===== config.mk =====
export PLATFORM = sky130hd
export DESIGN_NAME = pwm_bank
export DESIGN_NICKNAME = d
export VERILOG_FILES = /design/src/rtl/pwm_pkg.sv /design/src/rtl/pwm_prescale.sv /design/src/rtl/pwm_tick_gen.sv /design/src/rtl/pwm_channel.sv /design/src/rtl/pwm_bank.sv
export SDC_FILE = /design/constraint.sdc
export NUM_CORES = 1
export LEC_CHECK = 0
export BUFFER_PORTS_ARGS = -buffer_cell sky130_fd_sc_hd__buf_2
export CAP_MARGIN = 20
export CORE_MARGIN = 5
export CORE_UTILIZATION = 58
export DETAILED_ROUTE_END_ITERATION = 12
export GPL_TIMING_DRIVEN = 1
export PLACE_DENSITY = 0.77
export SETUP_SLACK_MARGIN = 0.4
export SYNTH_ARGS = -nofsm -noshare
export SYNTH_HDL_FRONTEND = slang
export SYNTH_SLANG_ARGS = --single-unit

===== constraint.sdc =====
create_clock -name clk -period 6 [get_ports clk]
set_input_delay 0.3 -clock clk [delete_from_list [all_inputs] [get_ports clk]]
set_output_delay 0.3 -clock clk [all_outputs]
set_load 0.02 [all_outputs]

===== src/rtl/pwm_pkg.sv =====
package pwm_pkg;
  localparam int DATA_W = 8;
  localparam int SRC_W  = 3;
  localparam int NUM_FIXED_SRC = 5;

  typedef enum logic [SRC_W-1:0] {
    SRC_32K   = 3'd0,
    SRC_FULL  = 3'd1,
    SRC_FAST  = 3'd2,
    SRC_MID   = 3'd3,
    SRC_SLOW  = 3'd4,
    SRC_CHAIN = 3'd5
  } src_e;

  localparam logic [1:0] CREG_SRC  = 2'd0;
  localparam logic [1:0] CREG_PER  = 2'd1;
  localparam logic [1:0] CREG_WID  = 2'd2;
  localparam logic [1:0] GREG_DIV  = 2'd0;
  localparam logic [1:0] GREG_ROUT = 2'd1;
  localparam logic [1:0] GREG_DATA = 2'd2;
endpackage


===== src/rtl/pwm_prescale.sv =====
module pwm_prescale #(
  parameter int RATIO = 16,
  localparam int CW = (RATIO > 1) ? $clog2(RATIO) : 1
) (
  input  logic clk,
  input  logic rst_n,
  output logic tick
);
  logic [CW-1:0] cnt_q, cnt_d;

  always_comb begin
    tick  = (cnt_q == CW'(RATIO - 1));
    cnt_d = tick ? '0 : cnt_q + 1'b1;
  end

  always_ff @(posedge clk or negedge rst_n) begin
    if (!rst_n) cnt_q <= '0;
    else        cnt_q <= cnt_d;
  end
endmodule


===== src/rtl/pwm_tick_gen.sv =====
module pwm_tick_gen import pwm_pkg::*; #(
  parameter int R32K  = 750,
  parameter int RFAST = 16,
  parameter int RMID  = 256
) (
  input  logic                     clk,
  input  logic                     rst_n,
  input  logic [DATA_W-1:0]        div_q,
  output logic [NUM_FIXED_SRC-1:0] tick_vec
);
  logic t_32k, t_fast, t_mid;
  logic [DATA_W-1:0] slow_q, slow_d;
  logic slow_hit;

  pwm_prescale #(.RATIO(R32K))  u_p32k (.clk(clk), .rst_n(rst_n), .tick(t_32k));
  pwm_prescale #(.RATIO(RFAST)) u_pfst (.clk(clk), .rst_n(rst_n), .tick(t_fast));
  pwm_prescale #(.RATIO(RMID))  u_pmid (.clk(clk), .rst_n(rst_n), .tick(t_mid));

  always_comb begin
    slow_hit = t_mid && (slow_q >= div_q - 8'd1);
    slow_d   = slow_q;
    if (t_mid) slow_d = slow_hit ? '0 : slow_q + 8'd1;
    tick_vec[SRC_32K]  = t_32k;
    tick_vec[SRC_FULL] = 1'b1;
    tick_vec[SRC_FAST] = t_fast;
    tick_vec[SRC_MID]  = t_mid;
    tick_vec[SRC_SLOW] = slow_hit;
  end

  always_ff @(posedge clk or negedge rst_n) begin
    if (!rst_n) slow_q <= '0;
    else        slow_q <= slow_d;
  end
endmodule


===== src/rtl/pwm_channel.sv =====
module pwm_channel import pwm_pkg::*; #(
  parameter bit HAS_PREV = 1'b1
) (
  input  logic                     clk,
  input  logic                     rst_n,
  input  logic [SRC_W-1:0]         src,
  input  logic [NUM_FIXED_SRC-1:0] tick_vec,
  input  logic                     chain_in,
  input  logic [DATA_W-1:0]        per_in,
  input  logic [DATA_W-1:0]        wid_in,
  output logic                     pwm,
  output logic                     wrap,
  output logic [DATA_W-1:0]        cnt,
  output logic [DATA_W-1:0]        act_per,
  output logic [DATA_W-1:0]        act_wid
);
  logic [DATA_W-1:0] cnt_q, cnt_d, per_q, per_d, wid_q, wid_d;
  logic prev_q, chain_tick, tick, last;
  logic [7:0] tick_all;

  always_comb begin
    chain_tick = HAS_PREV && chain_in && !prev_q;
    tick_all   = {2'b00, chain_tick, tick_vec};
    tick       = tick_all[src];
    last       = (cnt_q == per_q - 8'd1);
    wrap       = tick && last;
    cnt_d      = cnt_q;
    per_d      = per_q;
    wid_d      = wid_q;
    if (tick) cnt_d = last ? '0 : cnt_q + 8'd1;
    if (wrap) begin
      per_d = per_in;
      wid_d = (wid_in < per_in) ? wid_in : per_in - 8'd1;
    end
    pwm     = (cnt_q < wid_q);
    cnt     = cnt_q;
    act_per = per_q;
    act_wid = wid_q;
  end

  always_ff @(posedge clk or negedge rst_n) begin
    if (!rst_n) begin
      cnt_q  <= '0;
      per_q  <= 8'd1;
      wid_q  <= '0;
      prev_q <= 1'b0;
    end else begin
      cnt_q  <= cnt_d;
      per_q  <= per_d;
      wid_q  <= wid_d;
      prev_q <= chain_in;
    end
  end
endmodule


===== src/rtl/pwm_bank.sv =====
module pwm_bank import pwm_pkg::*; #(
  parameter int NUM_CH = 4,
  parameter int R32K   = 750,
  parameter int RFAST  = 16,
  parameter int RMID   = 256,
  localparam int CH_W  = (NUM_CH > 1) ? $clog2(NUM_CH) : 1,
  localparam int AW    = CH_W + 3
) (
  input  logic              clk,
  input  logic              rst_n,
  input  logic              wr_en,
  input  logic [AW-1:0]     wr_addr,
  input  logic [DATA_W-1:0] wr_data,
  output logic [NUM_CH-1:0] pin_out
);
  logic rst_meta, rst_sync_n;
  logic [NUM_CH-1:0][SRC_W-1:0]  src_q, src_d;
  logic [NUM_CH-1:0][DATA_W-1:0] per_q, per_d, wid_q, wid_d;
  logic [NUM_CH-1:0][DATA_W-1:0] cnt, act_per, act_wid;
  logic [NUM_CH-1:0] psel_q, psel_d, odata_q, odata_d, pwm, wrap;
  logic [DATA_W-1:0] div_q, div_d;
  logic [NUM_FIXED_SRC-1:0] tick_vec;
  logic is_glb;
  logic [CH_W-1:0] ch_idx;
  logic [1:0] rsel;

  always_ff @(posedge clk or negedge rst_n) begin
    if (!rst_n) begin
      rst_meta   <= 1'b0;
      rst_sync_n <= 1'b0;
    end else begin
      rst_meta   <= 1'b1;
      rst_sync_n <= rst_meta;
    end
  end

  always_comb begin
    is_glb  = wr_addr[AW-1];
    ch_idx  = wr_addr[CH_W+1:2];
    rsel    = wr_addr[1:0];
    src_d   = src_q;
    per_d   = per_q;
    wid_d   = wid_q;
    div_d   = div_q;
    psel_d  = psel_q;
    odata_d = odata_q;
    if (wr_en) begin
      if (is_glb) begin
        case (rsel)
          GREG_DIV:  if (wr_data != '0) div_d = wr_data;
          GREG_ROUT: psel_d  = wr_data[NUM_CH-1:0];
          GREG_DATA: odata_d = wr_data[NUM_CH-1:0];
          default: ;
        endcase
      end else begin
        for (int i = 0; i < NUM_CH; i++) begin
          if (ch_idx == CH_W'(i)) begin
            case (rsel)
              CREG_SRC: src_d[i] = wr_data[SRC_W-1:0];
              CREG_PER: if (wr_data != '0) per_d[i] = wr_data;
              CREG_WID: wid_d[i] = (wr_data < per_q[i]) ? wr_data : per_q[i] - 8'd1;
              default: ;
            endcase
          end
        end
      end
    end
  end

  always_ff @(posedge clk or negedge rst_sync_n) begin
    if (!rst_sync_n) begin
      src_q   <= '0;
      per_q   <= {NUM_CH{8'd1}};
      wid_q   <= '0;
      div_q   <= 8'd255;
      psel_q  <= '0;
      odata_q <= '0;
    end else begin
      src_q   <= src_d;
      per_q   <= per_d;
      wid_q   <= wid_d;
      div_q   <= div_d;
      psel_q  <= psel_d;
      odata_q <= odata_d;
    end
  end

  pwm_tick_gen #(.R32K(R32K), .RFAST(RFAST), .RMID(RMID)) u_ticks (
    .clk(clk), .rst_n(rst_sync_n), .div_q(div_q), .tick_vec(tick_vec)
  );

  for (genvar g = 0; g < NUM_CH; g++) begin : g_ch
    logic chain_src;
    if (g == 0) begin : g_first
      assign chain_src = 1'b0;
    end else begin : g_rest
      assign chain_src = pwm[g-1];
    end
    pwm_channel #(.HAS_PREV(g > 0)) u_ch (
      .clk(clk), .rst_n(rst_sync_n), .src(src_q[g]), .tick_vec(tick_vec),
      .chain_in(chain_src), .per_in(per_q[g]), .wid_in(wid_q[g]),
      .pwm(pwm[g]), .wrap(wrap[g]), .cnt(cnt[g]),
      .act_per(act_per[g]), .act_wid(act_wid[g])
    );
    assign pin_out[g] = psel_q[g] ? pwm[g] : odata_q[g];
  end
endmodule


==> results of run 1 <==
through the flow:
step	util	instances
final	0.638	1712
after global routing	0.638	1712
after CTS	0.638	1712
after detailed placement	0.598	1663
after global placement	0.598	1663
after floorplan	-	1363
repair_timing:
item,CTS,global route
hold endpoints to repair,2,0
resized for setup,0,0
hold buffers,1,0
registers in the layout (all words and copies together) (netlist names):
register and flops:
rst_meta 1, odata_q 4, u_ticks.u_pfst.cnt_q 4, u_ticks.slow_q 8, g_ch.u_ch.cnt 32, per_q 32, wid_q 32, g_ch.u_ch.act_per 32
src_q 12, div_q 8, rst_sync_n 1, g_ch.u_ch.prev_q 3, g_ch.u_ch.act_wid 32, psel_q 4, u_ticks.u_p32k.cnt_q 10, u_ticks.u_pmid.cnt_q 8
cell usage in the layout (no fill, tap or decap), types with 34 or more instances in the layout:
cell / instances
nand3_1: 42
nor2_1: 50
mux2i_1: 107
mux2_2: 50
a21oi_1: 35
dfrtp_1: 206
nand2b_1: 34
ha_1: 110
xnor2_1: 55
nand2_1: 128
inv_1: 94
o21ai_0: 136
routing by layer:
metal	up-vias	wire, um	track usage
li1	4861	-	-
met1	4984	13700	0.321
met2	236	14700	0.397
met3	62	1270	0.0252
met4	0	842	0.0717
met5	-	0	0
where the power goes:
group	switching, uW	internal, uW	total, uW
Clock	646	1050	1700
Combinational	890	720	1610
Sequential	336	1790	2130
how the worst max path moves through the flow:
| stage | depth (start not counted) | endpoint | from | slack, ns |
|---|---|---|---|---|
| after global placement | 14 | g_ch[2].u_ch.act_per[2]$_DFFE_PN0P_ | div_q[0]$_DFFE_PN1P_ | 1.91 |
| after floorplan | 0 | g_ch[0].u_ch.act_per[1]$_DFFE_PN0P_ | rst_sync_n$_DFF_PN0_ | 2.35 |
| after detailed placement | 14 | g_ch[2].u_ch.act_per[7]$_DFFE_PN0P_ | div_q[0]$_DFFE_PN1P_ | 1.74 |
| after global routing | 14 | g_ch[2].u_ch.act_per[4]$_DFFE_PN0P_ | div_q[0]$_DFFE_PN1P_ | 1.45 |
| after CTS | 14 | g_ch[2].u_ch.act_per[4]$_DFFE_PN0P_ | div_q[0]$_DFFE_PN1P_ | 1.72 |
| final | 14 | g_ch[2].u_ch.act_per[6]$_DFFE_PN0P_ | div_q[0]$_DFFE_PN1P_ | 1.73 |
cells by family after synthesis:
group                    after synthesis
adder cells (fa/ha/maj)              110
AND/OR/NAND/NOR                      386
other                                  1
buffers and inverters                138
multiplexers                         162
XOR/XNOR                              81
AO/OA/AOI/OAI                        262
flip-flops                           223
critical path, stage by stage (launching register included):
cell      delay (ns)
dfstp_2         0.52
inv_1           0.07
ha_1            0.24
nand2_1         0.11
nor3_1          0.07
xnor2_1         0.15
ha_1            0.24
and2_1          0.17
a221oi_1        0.27
o21ai_0         0.13
buf_4           0.20
and3_1          0.24
nor3_4          0.50
nand2b_1        0.86
mux2_4          0.35
cell type report:
class,count,area [um2],area share
Clock buffer,34,711,0.0477
Multi-Input combinational cell,1002,7450,0.500
Sequential cell,223,5600,0.376
Tap cell,319,399,0.0268
Inverter,94,353,0.0237
Clock inverter,14,218,0.0146
Timing Repair Buffer,26,163,0.0109
==> impl_metrics.toml, run 1 <==
[power_and_ir_drop]
p_total_uw = 5440
power.density_nw_per_um2 = 365
vdd_drop_max_mv = 0.246
p_leak_uw = 0.00696

[status]
status = "completed"

[route]
ant_nets = 0
drtIter0Drc = 681
wl_mm = 30.5
drc_errors = 0
vias = 10100
dr.pass1.iters = 5
routedWlPerCell_um = 17.8
avgViaCountPerCell = 5.92

[logic_synthesis]
synth_compound_area_frac = 0.119
synth_fa_ha_area_frac = 0.101
ys_types = 78
synthesis.area_um2 = 13600
synth.avg_cell_area_um2 = 9.99
yosys.area_share.simple = 0.149
syn-instance-count = 1363
synth.mux.area_fraction = 0.125
synthTopCellsByArea = "dfrtp_1 38%, ha_1 10%, mux2i_1 7.9%, o21ai_0 5.0%, mux2_2 4.1%"
synth_top_family_by_area = "simple AND/OR/NAND/NOR gates"
synth-seq-area-share = 0.411
synth-edff-count = 0
yosysMostFrequentCell = "dfrtp_1"
synth-main-ff-cell = "dfrtp_1"
yosys_warnings = 0
yosys.area.top_type_share = 0.380
synthArstFlopShare = 1.00
syn-num-nets = 1489
ys_seq_elements = 223
yosysTopAreaCell = "dfrtp_1"
synth-xor-area-share = 0.0526
ys_top_cells_by_count = "207 x dfrtp_1, 136 x o21ai_0, 128 x nand2_1"

[timing]
timing.final.ws_setup_ns = 1.73
hold_viol = 0
finalSetupViolations = 0
worst_clock_skew_ns = 0.0192
max_slew_margin = 0.252
finalMaxSlewViolations = 0
rsz0062_at_grt = "no"
fin_crit_sh = 0.711
worst_pin_slew_ns = 1.12
fmax_mhz = 234
tns_ns = 0
hold-worst-slack_ns = 0.0777
period_needed_ns = 4.27

[placed_design]
io_buffers = 19
place_ws_ns = 1.74
place.gp.congestion = 0.869
post-dp-hpwl_mm = 20.9
dpl_cell_area_um2 = 14000

[critical_path]
reg2regPathDepth = 14
endpoint_kind = "flip-flop"
setup.worst_path.class = "reg2reg"
timing.rr.start = "div_q[0]$_DFFE_PN1P_"
path_max_fanout = 16
ff2ff_setup_slack_ns = 1.73
cp.arrival_ns = 4.67
timing.rr.end = "g_ch[2].u_ch.act_per[6]$_DFFE_PN0P_"
cp.required_ns = 6.40
start_kind = "flip-flop"

[final_layout]
n_antenna_cell = 0
fillCellCount = 1842
final_cell_area_um2 = 14900
drive_above_1_share = 0.113
area_growth_pct = 9.37
final_nets = 1499

[clocking]
clk_pin_slew_ns = 0.06
cts-htree-levels = 1
numCtsBuffers = 26
clk_latency_ns = 0.54
clk_root_buffer_cell = "clkbuf_16"
cts_setup_buffers = 0
clock-sinks = 223
cts_buffer_depth = 3
cts_tree = "done"

[floorplan]
design.core.area_um2 = 23300
dieHeight_um = 163
io_pins = 20
die_w_um = 163
num_rows = 56
die_area_um2 = 26600
initial_utilization = 0.584

[global_route]
antenna_found_initial = 0
grt_overflow = 0
track_usage = 0.235
grt_pass1_vias = 10200
grt_max_degree = 198
grt_pass1_wl_mm = 51.5

[job]
drv_cap = 0

[worst_hold_path]
hold_path_class = "in2async"
Power figures use the tool's default switching activity.
==> inputs of run 2 (changes only) <==
ABC_AREA = 1   (was default)
clock period = 3.9 ns   (was 6 ns; I/O delays follow)
==> impl_metrics.toml, run 2 <==
[critical_path]
path_max_fanout = 26
timing.rr.end = "g_ch[1].u_ch.cnt[5]$_DFFE_PN0P_"
setup.worst_path.class = "reg2reg"
ff2ff_setup_slack_ns = 0.85
setup.worst_path.start = "div_q[0]$_DFFE_PN1P_"
endpoint_kind = "flip-flop"
reg2regPathDepth = 17
timing.rr.start = "div_q[0]$_DFFE_PN1P_"
start_kind = "flip-flop"
crit_end = "g_ch[1].u_ch.cnt[5]$_DFFE_PN0P_"
cp.required_ns = 4.31
cp.arrival_ns = 3.46

[timing]
worst_clock_skew_ns = 0.0212
hold_viol = 0
period_needed_ns = 3.05
worst_pin_slew_ns = 0.826
tns_ns = 0
finalMaxSlewViolations = 0
rsz0062_at_grt = "no"
fmax_mhz = 327
fin_crit_sh = 0.783
max_slew_margin = 0.449
finalSetupViolations = 0

[power_and_ir_drop]
switchingPower_uw = 2980
p_comb_frac = 0.322
switching_share = 0.379
clockPowerShare = 0.292
p_leak_uw = 0.00785
seq_power_share = 0.386
power.density_nw_per_um2 = 514
vdd_drop_max_mv = 0.491
p_int_uw = 4880

[logic_synthesis]
synth.avg_cell_area_um2 = 7.65
yosys.area_share.simple = 0.271
yosysTopAreaCell = "dfrtp_1"
synth-seq-area-share = 0.396
synthArstFlopShare = 1.00
syn-num-nets = 1975
syn-instance-count = 1849
ys_top_cells_by_count = "513 x nand2_1, 215 x inv_1, 207 x dfrtp_1"
synthTopCellsByArea = "dfrtp_1 37%, nand2_1 14%, ha_1 9.7%, o21ai_0 6.4%, inv_1 5.7%"
ys_seq_elements = 223
synth-edff-count = 0
synth-main-ff-cell = "dfrtp_1"
synth_top_family_by_area = "simple AND/OR/NAND/NOR gates"
yosysMostFrequentCell = "nand2_1"
synthesis.area_um2 = 14100
yosys.area.top_type_share = 0.366
synth-xor-area-share = 0.0532
ys_types = 45
synth_compound_area_frac = 0.106
yosys_warnings = 0
synth.mux.area_fraction = 0.00159
synth_fa_ha_area_frac = 0.0973

[job]
drv_cap = 0

[global_route]
grt_max_degree = 152
grt_overflow = 0
track_usage = 0.237
grt_pass1_vias = 11600
grt_pass1_wl_mm = 55.8
antenna_found_initial = 0

[route]
highest_layer = "met4"
routedWlPerCell_um = 14.8
dr_wl_met3_mm = 1.93
drc_errors = 0
avgViaCountPerCell = 5.48
vias = 12100
wl_mm = 32.7
ant_nets = 0
drtIter0Drc = 969
dr.pass1.iters = 5
wl_met1_mm = 14.5
dr_wl_met2_mm = 15.4

[final_layout]
final_cell_area_um2 = 15300
area_growth_pct = 8.05
seq_area_um2 = 5600
layout_commonest_cell = "nand2_1"
final_util = 0.632
final-instance-count-excl-fill = 2205
drive_above_1_share = 0.0622
layout_common_cells = "513 x nand2_1, 215 x inv_1, 206 x dfrtp_1"
multi_input_area_um2 = 7490
fillCellCount = 2064
final_nets = 1988

[floorplan]
io_pins = 20
initial_utilization = 0.585
dieHeight_um = 166
design.core.area_um2 = 24200
num_rows = 57
die_w_um = 166
die_area_um2 = 27600

[clocking]
cts_setup_buffers = 0
clk_root_buffer_cell = "clkbuf_16"
clock-sinks = 223
cts_buffer_depth = 3
cts-htree-levels = 1
numCtsBuffers = 25
cts_tree = "done"
clk_pin_slew_ns = 0.06
clk_latency_ns = 0.54

[placed_design]
dpl_cell_area_um2 = 14500
placed_cells = 2157
io_buffers = 19
place.gp.congestion = 0.914
post-dp-hpwl_mm = 23.2

[status]
status = "completed"

[worst_hold_path]
hold_path_class = "in2reg"
hold_depth = 3
==> run 2: cell types whose count changed in the layout (fill, tap and decap cells not counted), sizes merged, moves of 16 or more <==
cell    delta
a21o      -16
a21oi     +39
and3      -20
inv      +127
mux2      -53
mux2i    -107
nand2    +397
nand2b    -34
nand3    +114
nor2      +68
nor4      -17
o21ai     +49
xnor2     -33
xor2      +38
==> run 2: logic make-up after synthesis <==
logic type	Yosys count
buffers and inverters	261
AOI/OAI and AO/OA	287
adders and majority gates	110
other	1
muxes	2
DFF	223
xor gates and xnor gates	86
and+or+nand+nor	879
==> run 2: power by group through the flow <==
stage,Combinational [uW],Clock [uW],Sequential (uW)
2_1_floorplan,1950,0,2960
3_3_place_gp,2400,0,3050
3_5_place_dp,2490,0,3060
4_1_cts,2520,2340,3020
5_1_grt,2930,2450,3080
6_report,2530,2290,3030
==> run 2: layout make-up <==
cell class / instances / share of cell area
Multi-Input combinational cell: 1365 / 0.490
Sequential cell: 223 / 0.367
Inverter: 223 / 0.0549
Clock buffer: 35 / 0.0453
Tap cell: 324 / 0.0265
Timing Repair Buffer: 24 / 0.00982
Clock inverter: 10 / 0.00679
Antenna cell: 1 / 0.000164
==> run 2: timing repair <==
item                                   CTS  global route
hold buffers                             2             0
endpoints found under the hold margin    2             0
gates resized for setup                  0             0
==> run 2: routing by layer <==
| metal | global-route usage | vias to the layer above |
|---|---|---|
| li1 | - | 6043 |
| met1 | 0.321 | 5644 |
| met2 | 0.395 | 324 |
| met3 | 0.0402 | 67 |
| met4 | 0.0674 | 0 |
| met5 | 0 | - |
==> run 2: how the worst min path moves through the flow <==
stage	to	from
finish	wid_q[24]$_DFFE_PN0P_	wr_data[0]
global route	wid_q[0]$_DFFE_PN0P_	wr_data[0]
CTS	wid_q[24]$_DFFE_PN0P_	wr_data[0]
detailed placement	rst_meta$_DFF_PN0_	rst_n
global placement	rst_meta$_DFF_PN0_	rst_n
floorplan	rst_meta$_DFF_PN0_	rst_n
==> run 2: metrics by stage <==
stage                     worst slack (ns)  power [uW]  hold WS [ns]
final                                0.845        7860         0.102
after global routing                 0.531        8460        0.0917
after CTS                            0.858        7880        0.0745
after detailed placement             0.887        5550       -0.0182
after global placement               0.986        5440       -0.0210
after floorplan                       1.46        4900        -0.101
==> run 2: worst max-delay path, stage by stage, from the launching register on <==
cell and delay, ns:
dfstp_2 0.53, inv_1 0.07, ha_1 0.22, nand2_1 0.11, nor3_1 0.06, xor2_1 0.12
inv_1 0.06, ha_1 0.27, nand2_1 0.06, o21a_1 0.18, nand2_1 0.11, nand2_4 0.10
nand2_1 0.08, nand3_1 0.11, nand2_2 0.41, inv_1 0.24, nand2_1 0.11, nand2_1 0.06
